## src/rtl/strap_i2c_pkg.sv

```systemverilog
package strap_i2c_pkg;

    localparam int BYTE_W   = 8;
    localparam int ADDR_W   = 7;
    localparam int NUM_IB   = 3;
    localparam int IB_IDX_W = $clog2(NUM_IB + 1);

    typedef enum logic [1:0] {
        STRAP_OPEN = 2'd0,
        STRAP_R51K = 2'd1,
        STRAP_R10K = 2'd2,
        STRAP_GND  = 2'd3
    } strap_e;

    typedef enum logic [2:0] {
        ST_IDLE,
        ST_ADDR,
        ST_ADDR_ACK,
        ST_WR,
        ST_WR_ACK,
        ST_RD,
        ST_RD_ACK
    } tgt_state_e;

    // Synchronized line levels plus the events found between two samples.
    typedef struct packed {
        logic scl;
        logic sda;
        logic scl_rise;
        logic scl_fall;
        logic start;
        logic stop;
    } bus_evt_t;

    // One instruction register write request.
    typedef struct packed {
        logic                  we;
        logic [IB_IDX_W-1:0]   idx;
        logic [BYTE_W-1:0]     data;
    } ib_wr_t;

    function automatic logic [ADDR_W-1:0] strap_addr(input strap_e s);
        case (s)
            STRAP_OPEN: return 7'b1101100;
            STRAP_R51K: return 7'b1101101;
            STRAP_R10K: return 7'b1101111;
            default:    return '0;
        endcase
    endfunction

    function automatic logic strap_live(input strap_e s);
        return s != STRAP_GND;
    endfunction

endpackage

```

## src/rtl/i2c_line_sync.sv

```systemverilog
module i2c_line_sync
    import strap_i2c_pkg::*;
#(
    parameter int SYNC_STAGES = 2
) (
    input  logic     clk,
    input  logic     rst,
    input  logic     scl_i,
    input  logic     sda_i,
    output bus_evt_t evt
);
    localparam int LAST = SYNC_STAGES - 1;

    logic [SYNC_STAGES-1:0] scl_q;
    logic [SYNC_STAGES-1:0] sda_q;
    logic                   scl_d;
    logic                   sda_d;

    always_ff @(posedge clk) begin
        if (rst) begin
            scl_q <= '1;
            sda_q <= '1;
            scl_d <= 1'b1;
            sda_d <= 1'b1;
        end else begin
            scl_q <= {scl_q[SYNC_STAGES-2:0], scl_i};
            sda_q <= {sda_q[SYNC_STAGES-2:0], sda_i};
            scl_d <= scl_q[LAST];
            sda_d <= sda_q[LAST];
        end
    end

    always_comb begin
        evt.scl      = scl_q[LAST];
        evt.sda      = sda_q[LAST];
        evt.scl_rise = scl_q[LAST] & ~scl_d;
        evt.scl_fall = ~scl_q[LAST] & scl_d;
        evt.start    = scl_q[LAST] & scl_d & sda_d & ~sda_q[LAST];
        evt.stop     = scl_q[LAST] & scl_d & ~sda_d & sda_q[LAST];
    end

endmodule

```

## src/rtl/ib_regfile.sv

```systemverilog
module ib_regfile
    import strap_i2c_pkg::*;
(
    input  logic                          clk,
    input  logic                          rst,
    input  logic                          clr,
    input  ib_wr_t                        wr,
    output logic [NUM_IB-1:0][BYTE_W-1:0] ib_q
);

    for (genvar g = 0; g < NUM_IB; g++) begin : g_ib
        logic [BYTE_W-1:0] val;

        always_ff @(posedge clk) begin
            if (rst || clr) begin
                val <= '0;
            end else if (wr.we && (wr.idx == IB_IDX_W'(g))) begin
                val <= wr.data;
            end
        end

        assign ib_q[g] = val;
    end

endmodule

```

## src/rtl/i2c_target_fsm.sv

```systemverilog
module i2c_target_fsm
    import strap_i2c_pkg::*;
#(
    parameter int DIAG_BYTES = 4,
    parameter int RD_IDX_W   = $clog2(DIAG_BYTES)
) (
    input  logic                 clk,
    input  logic                 rst,
    input  logic                 en,
    input  logic [ADDR_W-1:0]    my_addr,
    input  bus_evt_t             evt,
    input  logic [BYTE_W-1:0]    diag_data_i,
    output logic                 sda_pull,
    output logic                 rd_req,
    output logic [RD_IDX_W-1:0]  rd_idx,
    output logic                 rd_done,
    output logic [RD_IDX_W-1:0]  rd_done_idx,
    output ib_wr_t               ib_wr
);
    localparam logic [3:0]          BITS_FULL = 4'd8;
    localparam logic [RD_IDX_W-1:0] IDX_LAST  = RD_IDX_W'(DIAG_BYTES - 1);

    tgt_state_e          state;
    logic [3:0]          bitcnt;
    logic [BYTE_W-1:0]   shreg;
    logic                rw;
    logic [IB_IDX_W-1:0] wr_idx;

    function automatic logic [RD_IDX_W-1:0] idx_next(input logic [RD_IDX_W-1:0] i);
        return (i == IDX_LAST) ? '0 : i + 1'b1;
    endfunction

    always_ff @(posedge clk) begin
        if (rst || !en) begin
            state       <= ST_IDLE;
            bitcnt      <= '0;
            shreg       <= '0;
            rw          <= 1'b0;
            wr_idx      <= '0;
            rd_idx      <= '0;
            rd_done_idx <= '0;
            sda_pull    <= 1'b0;
            rd_req      <= 1'b0;
            rd_done     <= 1'b0;
            ib_wr       <= '0;
        end else begin
            rd_req   <= 1'b0;
            rd_done  <= 1'b0;
            ib_wr.we <= 1'b0;
            if (evt.start) begin
                // a fresh or repeated START always opens an address phase
                state    <= ST_ADDR;
                bitcnt   <= '0;
                sda_pull <= 1'b0;
                wr_idx   <= '0;
                rd_idx   <= '0;
            end else if (evt.stop) begin
                state    <= ST_IDLE;
                sda_pull <= 1'b0;
            end else begin
                unique case (state)
                    ST_IDLE: ;
                    ST_ADDR: begin
                        if (evt.scl_rise) begin
                            shreg  <= {shreg[BYTE_W-2:0], evt.sda};
                            bitcnt <= bitcnt + 1'b1;
                        end else if (evt.scl_fall && bitcnt == BITS_FULL) begin
                            if (shreg[BYTE_W-1:1] == my_addr) begin
                                rw       <= shreg[0];
                                sda_pull <= 1'b1;
                                state    <= ST_ADDR_ACK;
                            end else begin
                                state <= ST_IDLE;
                            end
                        end
                    end
                    ST_ADDR_ACK: begin
                        if (evt.scl_fall) begin
                            bitcnt <= '0;
                            if (rw) begin
                                shreg    <= diag_data_i;
                                sda_pull <= ~diag_data_i[BYTE_W-1];
                                rd_req   <= 1'b1;
                                state    <= ST_RD;
                            end else begin
                                sda_pull <= 1'b0;
                                state    <= ST_WR;
                            end
                        end
                    end
                    ST_WR: begin
                        if (evt.scl_rise) begin
                            shreg  <= {shreg[BYTE_W-2:0], evt.sda};
                            bitcnt <= bitcnt + 1'b1;
                        end else if (evt.scl_fall && bitcnt == BITS_FULL) begin
                            if (wr_idx < IB_IDX_W'(NUM_IB)) begin
                                ib_wr.we   <= 1'b1;
                                ib_wr.idx  <= wr_idx;
                                ib_wr.data <= shreg;
                                sda_pull   <= 1'b1;
                            end
                            state <= ST_WR_ACK;
                        end
                    end
                    ST_WR_ACK: begin
                        if (evt.scl_fall) begin
                            sda_pull <= 1'b0;
                            bitcnt   <= '0;
                            if (wr_idx < IB_IDX_W'(NUM_IB)) begin
                                wr_idx <= wr_idx + 1'b1;
                            end
                            state <= ST_WR;
                        end
                    end
                    ST_RD: begin
                        if (evt.scl_rise) begin
                            bitcnt <= bitcnt + 1'b1;
                        end else if (evt.scl_fall) begin
                            if (bitcnt == BITS_FULL) begin
                                sda_pull <= 1'b0;
                                state    <= ST_RD_ACK;
                            end else begin
                                shreg    <= {shreg[BYTE_W-2:0], 1'b0};
                                sda_pull <= ~shreg[BYTE_W-2];
                            end
                        end
                    end
                    ST_RD_ACK: begin
                        if (evt.scl_rise) begin
                            if (!evt.sda) begin
                                rd_done     <= 1'b1;
                                rd_done_idx <= rd_idx;
                                rd_idx      <= idx_next(rd_idx);
                            end else begin
                                state <= ST_IDLE;
                            end
                        end else if (evt.scl_fall) begin
                            bitcnt   <= '0;
                            shreg    <= diag_data_i;
                            sda_pull <= ~diag_data_i[BYTE_W-1];
                            rd_req   <= 1'b1;
                            state    <= ST_RD;
                        end
                    end
                    default: state <= ST_IDLE;
                endcase
            end
        end
    end

endmodule

```

## src/rtl/strap_i2c_target.sv

```systemverilog
module strap_i2c_target
    import strap_i2c_pkg::*;
#(
    parameter int DIAG_BYTES  = 4,
    parameter int SYNC_STAGES = 2
) (
    input  logic                          clk,
    input  logic                          rst,
    input  logic                          scl_i,
    input  logic                          sda_i,
    input  logic [1:0]                    strap_i,
    input  logic [7:0]                    diag_data_i,
    output logic                          sda_pull_o,
    output logic [7:0]                    ib1_o,
    output logic [7:0]                    ib2_o,
    output logic [7:0]                    ib3_o,
    output logic                          rd_req_o,
    output logic [$clog2(DIAG_BYTES)-1:0] rd_idx_o,
    output logic                          rd_done_o,
    output logic [$clog2(DIAG_BYTES)-1:0] rd_done_idx_o
);
    localparam int RD_IDX_W = $clog2(DIAG_BYTES);

    strap_e                        strap;
    logic                          bus_live;
    logic [ADDR_W-1:0]             my_addr;
    bus_evt_t                      evt;
    ib_wr_t                        ib_wr;
    logic [NUM_IB-1:0][BYTE_W-1:0] ib_q;
    logic                          scl_sync;

    assign strap    = strap_e'(strap_i);
    assign bus_live = strap_live(strap);
    assign my_addr  = strap_addr(strap);
    assign scl_sync = evt.scl;

    i2c_line_sync #(
        .SYNC_STAGES (SYNC_STAGES)
    ) u_sync (
        .clk   (clk),
        .rst   (rst),
        .scl_i (scl_i),
        .sda_i (sda_i),
        .evt   (evt)
    );

    i2c_target_fsm #(
        .DIAG_BYTES (DIAG_BYTES),
        .RD_IDX_W   (RD_IDX_W)
    ) u_fsm (
        .clk         (clk),
        .rst         (rst),
        .en          (bus_live),
        .my_addr     (my_addr),
        .evt         (evt),
        .diag_data_i (diag_data_i),
        .sda_pull    (sda_pull_o),
        .rd_req      (rd_req_o),
        .rd_idx      (rd_idx_o),
        .rd_done     (rd_done_o),
        .rd_done_idx (rd_done_idx_o),
        .ib_wr       (ib_wr)
    );

    ib_regfile u_regs (
        .clk  (clk),
        .rst  (rst),
        .clr  (!bus_live),
        .wr   (ib_wr),
        .ib_q (ib_q)
    );

    assign ib1_o = ib_q[0];
    assign ib2_o = ib_q[1];
    assign ib3_o = ib_q[2];

endmodule

```

## config.mk

```make
export PLATFORM = sky130hd
export DESIGN_NAME = strap_i2c_target
export DESIGN_NICKNAME = d
export VERILOG_FILES = /design/src/rtl/strap_i2c_pkg.sv /design/src/rtl/i2c_line_sync.sv /design/src/rtl/ib_regfile.sv /design/src/rtl/i2c_target_fsm.sv /design/src/rtl/strap_i2c_target.sv
export SDC_FILE = /design/constraint.sdc
export NUM_CORES = 1
export LEC_CHECK = 0
export BUFFER_PORTS_ARGS = -buffer_cell sky130_fd_sc_hd__buf_2
export CELL_PAD_IN_SITES_DETAIL_PLACEMENT = 0
export CELL_PAD_IN_SITES_GLOBAL_PLACEMENT = 1
export CORE_AREA = 2 2 106 108
export CTS_BUF_LIST = sky130_fd_sc_hd__clkbuf_4 sky130_fd_sc_hd__clkbuf_8
export DETAILED_ROUTE_END_ITERATION = 16
export DIE_AREA = 0 0 108 110
export GPL_ROUTABILITY_DRIVEN = 0
export PLACE_DENSITY_LB_ADDON = 0.1
export SKIP_LAST_GASP = 1
export SYNTH_ARGS = -nofsm -noshare
export SYNTH_HDL_FRONTEND = slang
export SYNTH_SLANG_ARGS = --single-unit
export TNS_END_PERCENT = 1
```

## constraint.sdc

```tcl
create_clock -name clk -period 2.1 [get_ports clk]
set_input_delay 0.21 -clock clk [delete_from_list [all_inputs] [get_ports clk]]
set_output_delay 0.21 -clock clk [all_outputs]
set_load 0.02 [all_outputs]
```

## After elaboration in Yosys (flattened, before gate mapping)

Index checks and enable logic that the tools add are counted.
Widths: inputs -> output; s select.

- Output and inout bits: 31
- Register bits: 66

- Eq/ne operators: 45
- Magnitude comparators: 1
- Multiplexer cells: 54
- Bitwise gates (word level): 20
- $add $sub $neg: 3
- Reduce and logical (&&, ||, !) cells: 29

Operators by type and width:

| kind | number |
|---|---|
| $mux 8 | 8 |
| $mux 3 | 13 |
| $pmux 8 s4 | 1 |
| $ne 2x1->1 const B | 12 |
| $ne 4x3->1 const B | 6 |
| $reduce_and 12->1 | 2 |
| $mux 1 | 21 |
| $pmux 3 s7 | 1 |
| $pmux 7 s3 | 1 |
| $not 1->1 | 13 |
| $reduce_and 13->1 | 1 |
| $mux 4 | 3 |
| $ne 2x2->1 const B | 6 |
| $ne 4x4->1 const B | 3 |
| $pmux 4 s3 | 1 |
| $reduce_and 4->1 | 3 |
| $reduce_and 6->1 | 2 |
| $mux 11 | 1 |
| $reduce_and 11->1 | 1 |
| $eq 3x3->1 const B | 3 |
| $and 1x1->1 | 7 |
| $eq 7x7->1 | 1 |
| $eq 2x2->1 const B | 3 |
| $eq 3x2->1 const B | 2 |
| other kinds (26) | 37 |

## Depth between registers and ports, before layout

- Word-level depth: 9
- Gate-level depth with buffers: 9

## By module

A second synthesis with hierarchy kept.

- Cell total of the unflattened synthesis: 341
- Area, all modules: 3,328.2 sq um

By module, submodules not included:

| module | cells an instance | seq. area each (sq um) | area an instance (sq um) | instances |
|---|---|---|---|---|
| i2c_target_fsm | 224 | 720.7 | 1,973.1 | 1 |
| ib_regfile | 92 | 480.5 | 1,097.3 | 1 |
| i2c_line_sync | 18 | 120.1 | 205.2 | 1 |
| strap_i2c_target | 7 | 0.0 | 52.6 | 1 |

## Worst setup path after synthesis

Ideal clock, no wire load.

- Path kind: register -> register
- From: register u_fsm.bitcnt[0]
- To: register u_fsm.state[2]
- Slack: 0.295 ns
- Required time: 1.982 ns
- Setup time: 0.118 ns
- Path buffers: 1
- Stages on the path, launching flop included: 9
- Arrival time: 1.687 ns
- Cell sequence: dfxtp_1 > inv_1 > ha_1 > and3b_1 > buf_6 > a221oi_4 > a311oi_2 > and3_1 > o2111a_1

- Cells in the longest elaborated chain, start to end: 4

RTL lines:

| element | RTL line | source |
|---|---|---|
| start, declared | i2c_target_fsm.sv:24 | `logic [3:0] bitcnt;` |
| start signal, assigned | i2c_target_fsm.sv:66 | `bitcnt <= bitcnt + 1'b1;` |
| start signal, assigned | i2c_target_fsm.sv:94 | `bitcnt <= bitcnt + 1'b1;` |
| start signal, assigned | i2c_target_fsm.sv:117 | `bitcnt <= bitcnt + 1'b1;` |
| $eq 4x4->1 * | i2c_target_fsm.sv:67, i2c_target_fsm.sv:95, i2c_target_fsm.sv:119 |  |
| $logic_and 1x1->1 | i2c_target_fsm.sv:67, i2c_target_fsm.sv:95 |  |
| $ne 2x1->1 (no source line) | n/a |  |
| $reduce_and 12->1 (no source line) * | n/a |  |
| end signal, assigned | i2c_target_fsm.sv:71 | `state <= ST_ADDR_ACK;` |
| end signal, assigned | i2c_target_fsm.sv:73 | `state <= ST_IDLE;` |
| end signal, assigned | i2c_target_fsm.sv:121 | `state <= ST_RD_ACK;` |
| end, declared | i2c_target_fsm.sv:23 | `tgt_state_e state;` |

Mark *: on every way between the ends. The rest lies on a longest branch, timed or not.
A chain may end at the register's enable or synchronous reset.

## Worst setup path after layout

Same ends and word-level chain as after synthesis.

==> metrics.txt <==
gr usage total between 10 and 15%; Synth Register Bits 66; CP Capture Type register; Post-CTS Resized 0; H-Tree Depth 3; final setup fails 0; RSZ-0062 raised after global routing false; routed wire length 7838 um; ANT cells 0; first-pass GRT wire length between 10000 and 15000 um; Netlist Area Pre-Place 3127 sq um; status finished clean; Buffers on Ports 44; setup TNS 0 ns; Ports 45; Fin. Hold Viols 0; initial DRC count between 100 and 150; CP Launch Type register; met1 WL slightly above 4000 um; number of global-route vias before repair between 2000 and 2500; worst-path cell chain inv_1 > ha_1 > and3b_1 > a221oi_4 > a311oi_2 > and3_1 > o2111a_1; WL met3 roughly 280 um; fin nets around 400; Avg Vias per Cell 4.726; dpl hpwl around 5600 um; r2r startpoint u_fsm.bitcnt[0]; Pwr Total about 0.0027 W; antenna violations before repair 0; CP max-delay cell dfxtp_1; Mapped Avg Cell Area 9.650 sq um; R2R depth 7; Slew @ Worst Pin between 0.7 and 0.8 ns; worst rel slew slack roughly 53%; Post-synth EDFFs 0; clock sinks 66; Slew Limit Fails 0; worst-case clock buffer depth 2; Hold Path Depth 2; slowest stage delay, CP ~0.4 ns; Post-CTS Hold Buffers 0; # DRC 0; core area about 11000 sq um; Routed Antenna Nets 0; clk root buf clkbuf_8; pin count of the biggest net entering global routing 48; first drt pass iteration count 4; GRT overflow 0; wire length on met2 between 3000 and 4000 um; Die Ht approximately 110 um; Syn Inst Count 324; synth cell count leaders 66 x dfxtp_1, 61 x nor2_1, 46 x mux2i_1; fmax 0.5139 GHz; clock tree from TritonCTS done; Top Metal Used met4; post-synthesis sequential area ratio approximately 42%; main area contributors after synthesis dfxtp_1 42%, mux2i_1 15%, nor2_1 7.3%, a211oi_2 3.6%, a21oi_1 3.2%; top cell type by total area after synthesis dfxtp_1; Place WS around 0.16 ns; Initial Utilization 29.23%; Yosys cell types between 50 and 60; VDD IR-drop max 0.3280 mV; critical path's top delay family compound AO/OA/AOI/OAI gates; max-cap violations 0; Layout Area Growth over Synthesis 20.81%; syn nets 344; CP Max Fanout 6; PwrDens about 720 nW/um^2; Die W 108 um; RR Endpoint u_fsm.state[2]; min Tclk post-route slightly below 2 ns; Final period util between 90 and 100%; HP Start scl_i; DR vias 2462; hold slack ~0.045 ns; crit path DAT roughly 2.2 ns; Worst Skew roughly 0.015 ns; die area around 12000 sq um; Cell Rows 38; TritonCTS Buffers 9; layout cell share with drive strength beyond 1 a little over a quarter; R2R Setup Slk ~0.15 ns; # Post-CTS Setup Buffers 0; Synth top area share between 40% and 50%; Clock Latency Late Sink ~0.35 ns; WL/cell about 15 um; final setup margin around 0.15 ns; crit path buf inv count 1; Worst-path clk slew about 0.080 ns; WP data required 2.33 ns; critical path type register to register; Top FF cell, synth dfxtp_1; post-synthesis async set-or-reset flop share 0%; Hold/Removal Path Class primary input to register; YS warnings 0; Leakage between 1.5 and 2 nW; most frequent cell after synthesis dfxtp_1; worst hold endpoint u_sync.scl_q[0]
-- metrics by stage --
step	util [%]	instances	cell area, sq um
after floorplan	-	324	3127
after global placement	33.03	505	3533
after detailed placement	33.03	505	3533
after CTS	35.31	521	3777
after global routing	35.31	521	3777
final	35.31	521	3777
-- sequential cells by signal, indices dropped and copies added, names as in the netlist, 2 cells and up --
| register | flops |
|---|---|
| u_fsm.rd_done_idx | 2 |
| u_fsm.bitcnt | 4 |
| u_fsm.state | 3 |
| u_sync.sda_q | 2 |
| u_fsm.rd_idx | 2 |
| u_fsm.ib_wr | 11 |
| u_sync.scl_q | 2 |
| u_fsm.wr_idx | 2 |
| u_fsm.shreg | 8 |
| u_regs.g_ib.val | 24 |
-- cell usage in the layout, fill, tap and decap left out, types with 7 or more instances in the layout --
cell type | Yosys | routed
clkbuf_8 | 0 | 9
dfxtp_1 | 66 | 66
a21oi_1 | 20 | 20
nand2_1 | 10 | 10
mux2i_1 | 46 | 46
nor2_1 | 61 | 61
buf_4 | 3 | 15
or2_2 | 7 | 7
a211oi_2 | 9 | 9
o21ai_0 | 10 | 10
buf_2 | 4 | 44
-- area by class of cell --
type | instances | area (sq um)
clock buffer | 10 | 131.4
clock inverter | 6 | 112.6
fill | 1111 | 6920
inverter | 6 | 22.52
multi-input combinational | 234 | 1682
sequential | 66 | 1321
tap | 140 | 175.2
timing repair buffer | 59 | 332.8
-- report_power, final --
part,leakage (nW),switching (W),internal [W]
clock,0.124,0.000537,0.000807
combinational,1.07,0.0000656,0.0000402
sequential,0.533,0.00000754,0.00126
total,1.73,0.000610,0.00210
-- how the worst max path moves through the flow --
stage,end,cells past startpoint,start,slack (ns)
final,u_fsm.state[2],7,u_fsm.bitcnt[0],0.15
after global routing,u_fsm.rw,6,u_fsm.state[0],0.04
after CTS,u_fsm.state[2],7,u_fsm.bitcnt[0],0.15
after detailed placement,u_fsm.state[2],7,u_fsm.bitcnt[0],0.16
after global placement,u_fsm.state[2],7,u_fsm.bitcnt[0],0.21
after floorplan,u_fsm.state[2],8,u_fsm.bitcnt[0],0.30
-- per-layer routing --
layer | up-vias | GRT usage, %
met4 | 0 | 4.212
met1 | 1160 | 21.00
met3 | 7 | 3.351
li1 | 1249 | -
met2 | 46 | 20.13
met5 | - | 0
-- logic make-up after synthesis --
kind of cell | after synthesis | share of synthesized area [%]
multiplexers | 47 | 15.45
adder cells (fa/ha/maj) | 6 | 2.401
buffers and inverters | 24 | 4.122
flip-flops | 66 | 42.26
AO/OA/AOI/OAI | 59 | 15.09
XOR/XNOR | 6 | 1.681
AND/OR/NAND/NOR | 116 | 19.01
Note: power is estimated with default switching activity, not from simulation.
